[src/rtl/gdfs_pkg.sv]
package gdfs_pkg;
    localparam int DROOP_LIMIT_DEF = 3;

    function automatic logic pos_code_illegal(input logic [2:0] code);
        return (code == 3'b000) || (code == 3'b111);
    endfunction
endpackage

[src/rtl/gdfs_droop_track.sv]
module gdfs_droop_track #(
    parameter int LIMIT = 3
) (
    input  logic clk,
    input  logic rst_n,
    input  logic gs_droop,
    input  logic hs_on,
    input  logic comm_edge,
    input  logic sink_on,
    input  logic boot_bad,
    output logic recharge,
    output logic droop_fault
);
    localparam int CW = $clog2(LIMIT + 1);

    typedef struct packed {
        logic [CW-1:0] cnt;
        logic          prev;
        logic          rchg;
        logic          flt;
    } st_t;

    st_t s_d, s_q;
    logic evt;

    always_comb begin
        s_d      = s_q;
        evt      = gs_droop && !s_q.prev && hs_on;
        s_d.prev = gs_droop;
        if (comm_edge) begin
            s_d.cnt  = '0;
            s_d.rchg = 1'b0;
            s_d.flt  = 1'b0;
        end else begin
            if (evt) begin
                if (s_q.cnt != CW'(LIMIT)) s_d.cnt = s_q.cnt + 1'b1;
                if (s_q.cnt >= CW'(LIMIT - 1)) s_d.flt = 1'b1;
                s_d.rchg = 1'b1;
            end else if (sink_on && !boot_bad) begin
                s_d.rchg = 1'b0;
            end
        end
    end

    always_ff @(posedge clk or negedge rst_n) begin
        if (!rst_n) s_q <= '0;
        else        s_q <= s_d;
    end

    assign recharge    = s_q.rchg;
    assign droop_fault = s_q.flt;
endmodule

[src/rtl/gdfs_charge_timer.sv]
module gdfs_charge_timer #(
    parameter int CYCLES = 34000
) (
    input  logic clk,
    input  logic rst_n,
    input  logic sink_on,
    input  logic boot_bad,
    input  logic comm_edge,
    output logic boot_fault
);
    localparam int TW = $clog2(CYCLES + 1);

    typedef struct packed {
        logic [TW-1:0] tmr;
        logic          flt;
    } st_t;

    st_t s_d, s_q;

    always_comb begin
        s_d = s_q;
        if (!sink_on)                   s_d.tmr = '0;
        else if (s_q.tmr != TW'(CYCLES)) s_d.tmr = s_q.tmr + 1'b1;
        if (comm_edge)
            s_d.flt = 1'b0;
        else if (sink_on && boot_bad && s_q.tmr == TW'(CYCLES))
            s_d.flt = 1'b1;
    end

    always_ff @(posedge clk or negedge rst_n) begin
        if (!rst_n) s_q <= '0;
        else        s_q <= s_d;
    end

    assign boot_fault = s_q.flt;
endmodule

[src/rtl/gdfs_level_flags.sv]
module gdfs_level_flags (
    input  logic       clk,
    input  logic       rst_n,
    input  logic [2:0] hall_code,
    input  logic       supply_ok,
    input  logic       over_temp,
    input  logic       lead_short,
    input  logic       hs_on,
    output logic       pos_bad,
    output logic       uv,
    output logic       ot,
    output logic       lead_flt
);
    import gdfs_pkg::*;

    typedef struct packed {
        logic pos;
        logic uv;
        logic ot;
        logic lead;
    } st_t;

    st_t s_d, s_q;

    always_comb begin
        s_d.pos  = pos_code_illegal(hall_code);
        s_d.uv   = !supply_ok;
        s_d.ot   = over_temp;
        s_d.lead = s_q.lead || (lead_short && hs_on);
    end

    always_ff @(posedge clk or negedge rst_n) begin
        if (!rst_n) s_q <= '{pos: 1'b0, uv: 1'b1, ot: 1'b0, lead: 1'b0};
        else        s_q <= s_d;
    end

    assign pos_bad  = s_q.pos;
    assign uv       = s_q.uv;
    assign ot       = s_q.ot;
    assign lead_flt = s_q.lead;
endmodule

[src/rtl/gdfs_fault_supervisor.sv]
module gdfs_fault_supervisor #(
    parameter int DROOP_LIMIT = gdfs_pkg::DROOP_LIMIT_DEF,
    parameter int CHG_CYCLES  = 34000
) (
    input  logic       clk,
    input  logic       rst_n,
    input  logic [2:0] hall_code,
    input  logic       gs_droop,
    input  logic       boot_bad,
    input  logic       supply_ok,
    input  logic       over_temp,
    input  logic       lead_short,
    input  logic       comm_edge,
    input  logic       sink_on,
    input  logic       hs_on,
    output logic       coast_req,
    output logic       recharge_req,
    output logic       fault_out
);
    logic droop_flt, boot_flt, pos_bad, uv, ot, lead_flt;

    gdfs_droop_track #(.LIMIT(DROOP_LIMIT)) u_droop (
        .clk(clk), .rst_n(rst_n), .gs_droop(gs_droop), .hs_on(hs_on),
        .comm_edge(comm_edge), .sink_on(sink_on), .boot_bad(boot_bad),
        .recharge(recharge_req), .droop_fault(droop_flt)
    );

    gdfs_charge_timer #(.CYCLES(CHG_CYCLES)) u_chg (
        .clk(clk), .rst_n(rst_n), .sink_on(sink_on), .boot_bad(boot_bad),
        .comm_edge(comm_edge), .boot_fault(boot_flt)
    );

    gdfs_level_flags u_lvl (
        .clk(clk), .rst_n(rst_n), .hall_code(hall_code), .supply_ok(supply_ok),
        .over_temp(over_temp), .lead_short(lead_short), .hs_on(hs_on),
        .pos_bad(pos_bad), .uv(uv), .ot(ot), .lead_flt(lead_flt)
    );

    always_comb begin
        fault_out = droop_flt | boot_flt | pos_bad | uv | ot | lead_flt;
        coast_req = fault_out;
    end
endmodule

[config.mk]
export PLATFORM = sky130hd
export DESIGN_NAME = gdfs_fault_supervisor
export DESIGN_NICKNAME = d
export VERILOG_FILES = /design/src/rtl/gdfs_pkg.sv /design/src/rtl/gdfs_droop_track.sv /design/src/rtl/gdfs_charge_timer.sv /design/src/rtl/gdfs_level_flags.sv /design/src/rtl/gdfs_fault_supervisor.sv
export SDC_FILE = /design/constraint.sdc
export NUM_CORES = 1
export LEC_CHECK = 0
export BUFFER_PORTS_ARGS = -buffer_cell sky130_fd_sc_hd__buf_2
export CORE_ASPECT_RATIO = 0.5
export CORE_UTILIZATION = 31
export CTS_BUF_LIST = sky130_fd_sc_hd__clkbuf_2
export CTS_CLUSTER_SIZE = 16
export DETAILED_ROUTE_END_ITERATION = 8
export GPL_TIMING_DRIVEN = 0
export PLACE_DENSITY_LB_ADDON = 0.1
export SLEW_MARGIN = 20
export SYNTH_ARGS = -nofsm -noshare
export SYNTH_HDL_FRONTEND = slang
export SYNTH_SLANG_ARGS = --single-unit
[constraint.sdc]
create_clock -name clk -period 2.1 [get_ports clk]
set_clock_uncertainty 0.1 [all_clocks]
set_input_delay 0.42 -clock clk [delete_from_list [all_inputs] [get_ports clk]]
set_output_delay 0.42 -clock clk [all_outputs]
set_load 0.1 [all_outputs]
Word-level counts from Yosys, hierarchy flattened. Cells that the tools add are included.

Register bits after elaboration: 26. Bits of input ports: 13. Output and inout bits: 3. Word-level logic and storage cells: 54.

$add $sub $neg: 2. $lt $le $gt $ge: 1. Equal/unequal tests: 5. Muxes and demuxes: 12. Bitwise logic cells: 5. Reduce and logical (&&, ||, !) cells: 19.

Operator list (count): 16-bit 2-to-1 mux (2); 16-bit by 1-bit adder with 16-bit output (second input constant) (1); 16-bit == test (second input constant) (1); 16-bit != test (second input constant) (1); 2-bit 2-to-1 mux (4); 2-bit nonzero test (4); 1-bit logical AND (6); 1-bit 2-to-1 mux (6); 1-bit bitwise OR (5); 2-bit AND reduction (2); 3-bit == test (second input constant) (1); 1-bit zero test (3); 3-bit zero test (1); 3-bit nonzero test (1); 2-bit by 1-bit adder with 2-bit output (second input constant) (1); 2-bit >= comparator (second input constant) (1); 1-bit logical OR (2); 2-bit by 1-bit != test with 1-bit output (second input constant) (1); 2-bit != test (second input constant) (1).

Depth between registers and ports, before layout. Gate-level depths: netlist (run 1).

Depth in word-level cells: 5. Mapped depth: 5.

Modules after synthesis. A second synthesis (run 1) with hierarchy kept.

Cell total of the unflattened synthesis: 126. Area total of the unflattened synthesis: 1311.3 um2.

By module, submodules not included: gdfs_charge_timer (times used 1, cells each 95, area an instance 949.7 um2, seq. area each 425.4 um2); gdfs_droop_track (times used 1, cells each 18, area an instance 212.7 um2, seq. area each 125.1 um2); gdfs_level_flags (times used 1, cells each 9, area an instance 127.6 um2, seq. area each 101.3 um2); gdfs_fault_supervisor (times used 1, cells each 4, area an instance 21.3 um2, seq. area each 0.0 um2).

Worst setup path after synthesis (run 1). Ideal clock, no wire load.

Path type: register to output. From: register u_lvl.s_q, in the netlist u_lvl.pos_bad. To: output fault_out. Arrival time: 1.670 ns. Required time: 1.580 ns. Path slack: -0.090 ns. Cell stages (with the launch flop): 4. Cell sequence: dfrtp_1 -> nor4_1 -> nand2_1 -> buf_4.

Longest elaborated chain between the ends: 4.

Ends and longest elaborated chain: start, declared (RTL line gdfs_level_flags.sv:23) `st_t s_d, s_q;`; start signal, assigned (RTL line gdfs_level_flags.sv:33) `if (!rst_n) s_q <= '{pos: 1'b0, uv: 1'b1, ot: 1'b0, lead: 1'b0};`; 1-bit bitwise OR (4 in a row) (RTL line gdfs_fault_supervisor.sv:40) `fault_out = droop_flt | boot_flt | pos_bad | uv | ot | lead_flt;`; end, declared (RTL line gdfs_fault_supervisor.sv:18) `output logic fault_out`.

No other way between the ends.

Final worst setup path (run 1).
From: register u_lvl.s_q, in the netlist u_lvl.uv. To: output coast_req.

Longest elaborated chain between the ends: 3.

Ends and longest elaborated chain: 1-bit bitwise OR (3 in a row) (RTL line gdfs_fault_supervisor.sv:40); end, declared (RTL line gdfs_fault_supervisor.sv:16) `output logic coast_req,`.

No other way between the ends.

==> results.toml, run 1 <==
[timing]
finalHoldViolCount = 0
tightestPinTransition_ns = 0.588
max-slew-margin-rel = 0.608
maxSlewViolCount = 0
period_needed_ns = 1.98
final-setup-viol-count = 0
timing.fmax_mhz = 506
fin_crit_sh = 0.941

[power_and_ir_drop]
power.density_nw_per_um2 = 603
seq_power_share = 0.569
leakagePower_nw = 0.622
ir_drop_uv = 200
switchingPower_w = 0.000218
p_clk_frac = 0.351
p_sw_frac = 0.236
p_int_w = 0.000705
pwr-share-comb = 0.081
power.total_w = 0.000923

[global_route]
antenna_found_initial = 0
grt-ovfl-total = 0
grt_start_max_net_pins = 27
grt.total_usage = 0.132
grt_pass1_wl_microns = 4300
grt_pass1_vias = 887

[drt]
vias = 1024
ant_nets = 0
routed_via_density = 5.02
firstDrtPassIters = 4
routed_wl_microns = 2630
dr.first_iter.drc_count = 30
drc = 0
wl_per_cell_microns = 12.9

[clock_tree]
cts_made_buffers = 3
cts_root_buffer = "clkbuf_2"
clock_path_buffers = 2
cts_sinks = 26
cts_max_level = 1
clk_latency_ns = 0.37
clkSlewWorstSetupHoldPaths_ns = 0.24
cts_tree = "done"

[worst_setup_path]
start_kind = "register"
endpoint_kind = "output port"
critical_path_class = "register to output port"
cp_max_fo = 2
worstPathArrival_ns = 1.46
crit_required_ns = 1.58

[floorplan]
dieArea_sq_um = 4480
die_y_microns = 47.8
coreArea_sq_um = 3960
io_pins = 16
fp-row-count = 16
die_width_microns = 93.7
initial_utilization = 0.329

[logic_synthesis]
ys_seq_area_frac = 0.500
ys_seq_elements = 26
synth_cell_types = 34
async_flop_share = 1.00
ys_warn_count = 0
synth_top_area_share = 0.480
post_synth_most_frequent_cells = "dfrtp_1, nand2_1, inv_1"
syn_nets = 145
synth.avg_cell_area_sq_um = 10.1
syn_inst = 129
synth_ff_type = "dfrtp_1"
synth_area_leaders = "dfrtp_1, mux2i_1, nand2_1"
synth_area_sq_um = 1300
synth_top_cell_by_area = "dfrtp_1"
synth_edf_count = 0
yosysMostFrequentCell = "dfrtp_1"

[finish]
nets = 167
area_growth_pct = 17.5
drive_gt1_frac = 0.173
final.fill_count = 416
post-route-cell-area_sq_um = 1530
stdcell_count = 204
insertedDiodeCount = 0

[worst_hold_path]
hold_class = "input port to register"

[outcome]
status = "completed"

[job]
cap_violations = 0

[place]
hpwl_microns = 1870
placed_area_sq_um = 1440
gp_congestion = 0.709
dpl.cell_count = 197
portBuffers = 14
[layer usage]
layer / GRT usage / up-vias / part of all wire
met1: 0.177 / 491 / 0.52
met2: 0.215 / 20 / 0.44
met4: 0.0277 / 0 / 0.0076
li1: - / 511 / -
met5: 0 / - / 0
met3: 0.0429 / 2 / 0.034
[placed cells by master (no fill, tap or decap), types with 2 or more instances in the layout]
cell type / netlist / layout
clkbuf_1: 2 / 2
a21oi_1: 6 / 6
o41ai_1: 2 / 2
or4_1: 3 / 3
clkbuf_2: 0 / 3
nand3_1: 7 / 7
o311ai_0: 2 / 2
nor2_1: 7 / 7
xor2_1: 2 / 2
o31ai_1: 3 / 3
nand2_1: 15 / 14
mux2i_1: 7 / 7
ha_1: 3 / 3
nand4_1: 4 / 4
or3_1: 4 / 4
buf_2: 1 / 14
dfrtp_1: 25 / 25
nor4_1: 5 / 4
o21ai_0: 3 / 3
nand2b_1: 5 / 5
inv_1: 9 / 9
dlygate4sd3_1: 0 / 3
[through the flow]
stage                     setup slack [ns]  TNS, ns  hold slack, ns   util
after floorplan                      0.163        0          0.0244      -
after global placement               0.271        0           0.353  0.364
after detailed placement             0.245        0           0.367  0.364
after CTS                          0.00114        0         0.00617  0.381
after global routing               -0.0161  -0.0204          0.0306  0.386
final                                0.123        0          0.0879  0.386
[power groups by stage]
| stage | registers, W | clock network [W] | logic, W |
|---|---|---|---|
| floorplan | 0.000536 | 0 | 0.0000330 |
| global placement | 0.000532 | 0 | 0.0000725 |
| detailed placement | 0.000532 | 0 | 0.0000730 |
| CTS | 0.000524 | 0.000342 | 0.0000761 |
| global route | 0.000527 | 0.000359 | 0.0000865 |
| finish | 0.000525 | 0.000324 | 0.0000746 |
[path summary, 6_finish.rpt]
kind	startpoint	endpoint	slack, ns	cells after the start
max	u_lvl.uv	coast_req	0.12	3
min	gs_droop	u_droop.s_q[2]	0.09	1
max reg2reg	u_chg.s_q[10]	u_chg.s_q[2]	0.21	3
min reg2reg	u_lvl.lead_flt	u_lvl.lead_flt	0.42	1
max in group asynchronous	rst_n	u_lvl.uv	1.06	2
min in group asynchronous	rst_n	u_chg.s_q[8]	0.42	2
[flip-flops by register name, indices dropped and copies added, names as in the netlist]
signal	flops
u_lvl.lead_flt	1
u_lvl.pos_bad	1
u_lvl.uv	1
u_chg.s_q	16
u_chg.boot_fault	1
u_droop.recharge	1
u_droop.droop_fault	1
u_lvl.ot	1
u_droop.s_q	3
[critical path, cell delays in order, from the launching register on]
cell,delay (ns)
dfstp_2,0.59
nor4_2,0.05
nand2_2,0.06
buf_2,0.41
[cell families after synthesis]
group / Yosys count / synth area share
AO/OA/AOI/OAI: 20 / 0.104
AND/OR/NAND/NOR: 56 / 0.249
flip-flops: 26 / 0.500
XOR/XNOR: 3 / 0.0202
buffers and inverters: 14 / 0.0442
multiplexers: 7 / 0.0538
adder cells (fa/ha/maj): 3 / 0.0288
[area by class of cell]
| class | instances | area [sq um] | share of cell area |
|---|---|---|---|
| buffer | 4 | 20.0 | 0.0131 |
| clock buffer | 3 | 15.0 | 0.00981 |
| clock inverter | 1 | 30.0 | 0.0196 |
| inverter | 10 | 37.5 | 0.0245 |
| multi-input combinational | 89 | 602 | 0.393 |
| sequential | 26 | 652 | 0.426 |
| tap | 54 | 67.6 | 0.0442 |
| timing repair buffer | 17 | 106 | 0.0695 |
[timing repair]
action	in CTS	in global routing
gates resized for setup	1	2
hold buffers	2	1
buffers inserted	0	0
setup endpoints to repair	1	2
hold endpoints to repair	26	1
Note: power is estimated with default switching activity, not from simulation.
==> inputs of run 2 (changes only) <==
==> constraint.sdc (replaced) <==
create_clock -name clk -period 2.1 [get_ports clk]
set_clock_uncertainty 0.1 [all_clocks]
set_input_delay 0.105 -clock clk [delete_from_list [all_inputs] [get_ports clk]]
set_output_delay 0.105 -clock clk [all_outputs]
set_load 0.1 [all_outputs]
==> run 2 against run 1 <==
Effect of this change:
- clock-buffer cell count unchanged
- critical path type is now register to register
- non-clock buffer count increased by 10
- routed wire length up 5.4%
- global-route usage is 0.33 points higher
- design area grew 5.6%
==> results.toml, run 2 (same netlist as run 1, synthesis figures left out) <==
[drt]
dr.first_iter.drc_count = 29
ant_nets = 0
wl_met3_microns = 87
vias = 1084
wl_met2_microns = 1230
firstDrtPassIters = 6
wirelength_met1_microns = 1450
drc = 0
routed_via_density = 5.07
highest_layer = "met3"
routed_wl_microns = 2770
wl_per_cell_microns = 13.0

[worst_setup_path]
r2r-start = "u_chg.s_q[10]"
reg2regPathDepth = 3
worstPathArrival_ns = 2.13
endpoint_kind = "register"
critical_path_class = "register to register"
r2r_setup_slack_ns = 0.18
start_kind = "register"
cp_max_fo = 7
crit_required_ns = 2.32
r2r_end = "u_chg.s_q[1]"

[finish]
drive_gt1_frac = 0.150
final.fill_count = 414
insertedDiodeCount = 0
final_cell_mix = "dfrtp_1, nand2_1, buf_2"
reg_top3 = "u_chg.s_q: 16 flops, u_droop.s_q: 3 flops"
nets = 177
final_common_cell = "dfrtp_1"
largest_reg_flops = 16
multi_input_area_sq_um = 593
regMostFlops = "u_chg.s_q"
area_growth_pct = 24.0
regArea_sq_um = 652
post-route-util = 0.408
stdcell_count = 214

[timing]
maxSlewViolCount = 0
rsz0062_at_grt = "false"
fin_tns_setup_ns = 0
final-setup-viol-count = 0
fin_crit_sh = 0.913
period_needed_ns = 1.92
fin_ws_ns = 0.182
tightestPinTransition_ns = 0.582
finalHoldViolCount = 0
max-slew-margin-rel = 0.612
timing.fmax_mhz = 521

[floorplan]
dieArea_sq_um = 4480
coreArea_sq_um = 3960
die_y_microns = 47.8
initial_utilization = 0.329
fp-row-count = 16
io_pins = 16
die_width_microns = 93.7

[clock_tree]
clkSlewWorstSetupHoldPaths_ns = 0.29
cts_setup_buffers = 0
cts_max_level = 1
cts_root_buffer = "clkbuf_2"
cts_sinks = 26
clk_latency_ns = 0.38
cts_made_buffers = 3
clock_path_buffers = 2
cts_resized = 0
hold_buffers = 13
cts_tree = "done"

[global_route]
antenna_found_initial = 0
grt_start_max_net_pins = 27
grt.total_usage = 0.135
grt_pass1_vias = 947
grt-ovfl-total = 0
grt_pass1_wl_microns = 4540

[place]
hpwl_microns = 1880
dpl.cell_count = 197
portBuffers = 14
place_ws_ns = 0.217
gp_congestion = 0.705

[outcome]
status = "completed"

[power_and_ir_drop]
power.total_w = 0.000947
switchingPower_w = 0.000232
leakagePower_nw = 0.656
p_int_w = 0.000716
ir_drop_uv = 203
pwr-share-comb = 0.094
seq_power_share = 0.553
p_sw_frac = 0.244
power.density_nw_per_um2 = 587
p_clk_frac = 0.353

[job]
cap_violations = 0

[worst_hold_path]
hold_class = "input port to asynchronous set/reset pin"
## run 2: changes by cell type in the layout (fill, tap and decap cells not counted)
cell | previous run | this run
buf_2 | 14 | 15
dlygate4sd3_1 | 3 | 13
nand2_2 | 1 | 0
nor4_1 | 4 | 5
buf_6 | 1 | 0
nand2_1 | 14 | 15
nor4_2 | 1 | 0
## run 2: power by group through the flow
| stage | combinational [W] | clock (W) | sequential [W] |
|---|---|---|---|
| 4_1_cts | 0.0000903 | 0.000340 | 0.000524 |
| 3_3_place_gp | 0.0000725 | 0 | 0.000532 |
| 2_1_floorplan | 0.0000330 | 0 | 0.000536 |
| 5_1_grt | 0.0000993 | 0.000359 | 0.000526 |
| 3_5_place_dp | 0.0000733 | 0 | 0.000532 |
| 6_report | 0.0000887 | 0.000335 | 0.000524 |
## run 2: how the worst max path moves through the flow
stage                              from             to  slack, ns
after floorplan           u_lvl.pos_bad      fault_out       0.22
after global placement    u_chg.s_q[10]   u_chg.s_q[1]       0.27
after detailed placement  u_chg.s_q[10]   u_chg.s_q[1]       0.22
after CTS                 u_chg.s_q[10]   u_chg.s_q[1]       0.16
after global routing       u_chg.s_q[3]  u_chg.s_q[15]       0.05
final                     u_chg.s_q[10]   u_chg.s_q[1]       0.18
## run 2: layer usage
| layer | global-route usage | up-vias |
|---|---|---|
| met3 | 0.0381 | 0 |
| met5 | 0 | - |
| met1 | 0.189 | 529 |
| met4 | 0.00923 | 0 |
| li1 | - | 531 |
| met2 | 0.224 | 24 |
## run 2: area by class of cell
cell class	count	area share
sequential	26	0.404
multi-input combinational	89	0.367
timing repair buffer	27	0.124
tap	54	0.0418
inverter	10	0.0232
clock inverter	1	0.0186
buffer	4	0.0124
clock buffer	3	0.00930
## run 2: per-stage QoR
| stage | area, sq um | hold slack (ns) |
|---|---|---|
| final | 1620 | 0.0915 |
| after global routing | 1620 | 0.172 |
| after CTS | 1620 | 0.120 |
| after detailed placement | 1440 | 0.0461 |
| after global placement | 1440 | 0.0568 |
| after floorplan | 1300 | -0.291 |
## run 2: critical path, cell delays in order (launching register included)
cell	delay, ns
dfrtp_1	0.52
or4b_1	0.59
nor4_4	0.40
mux2i_1	0.25
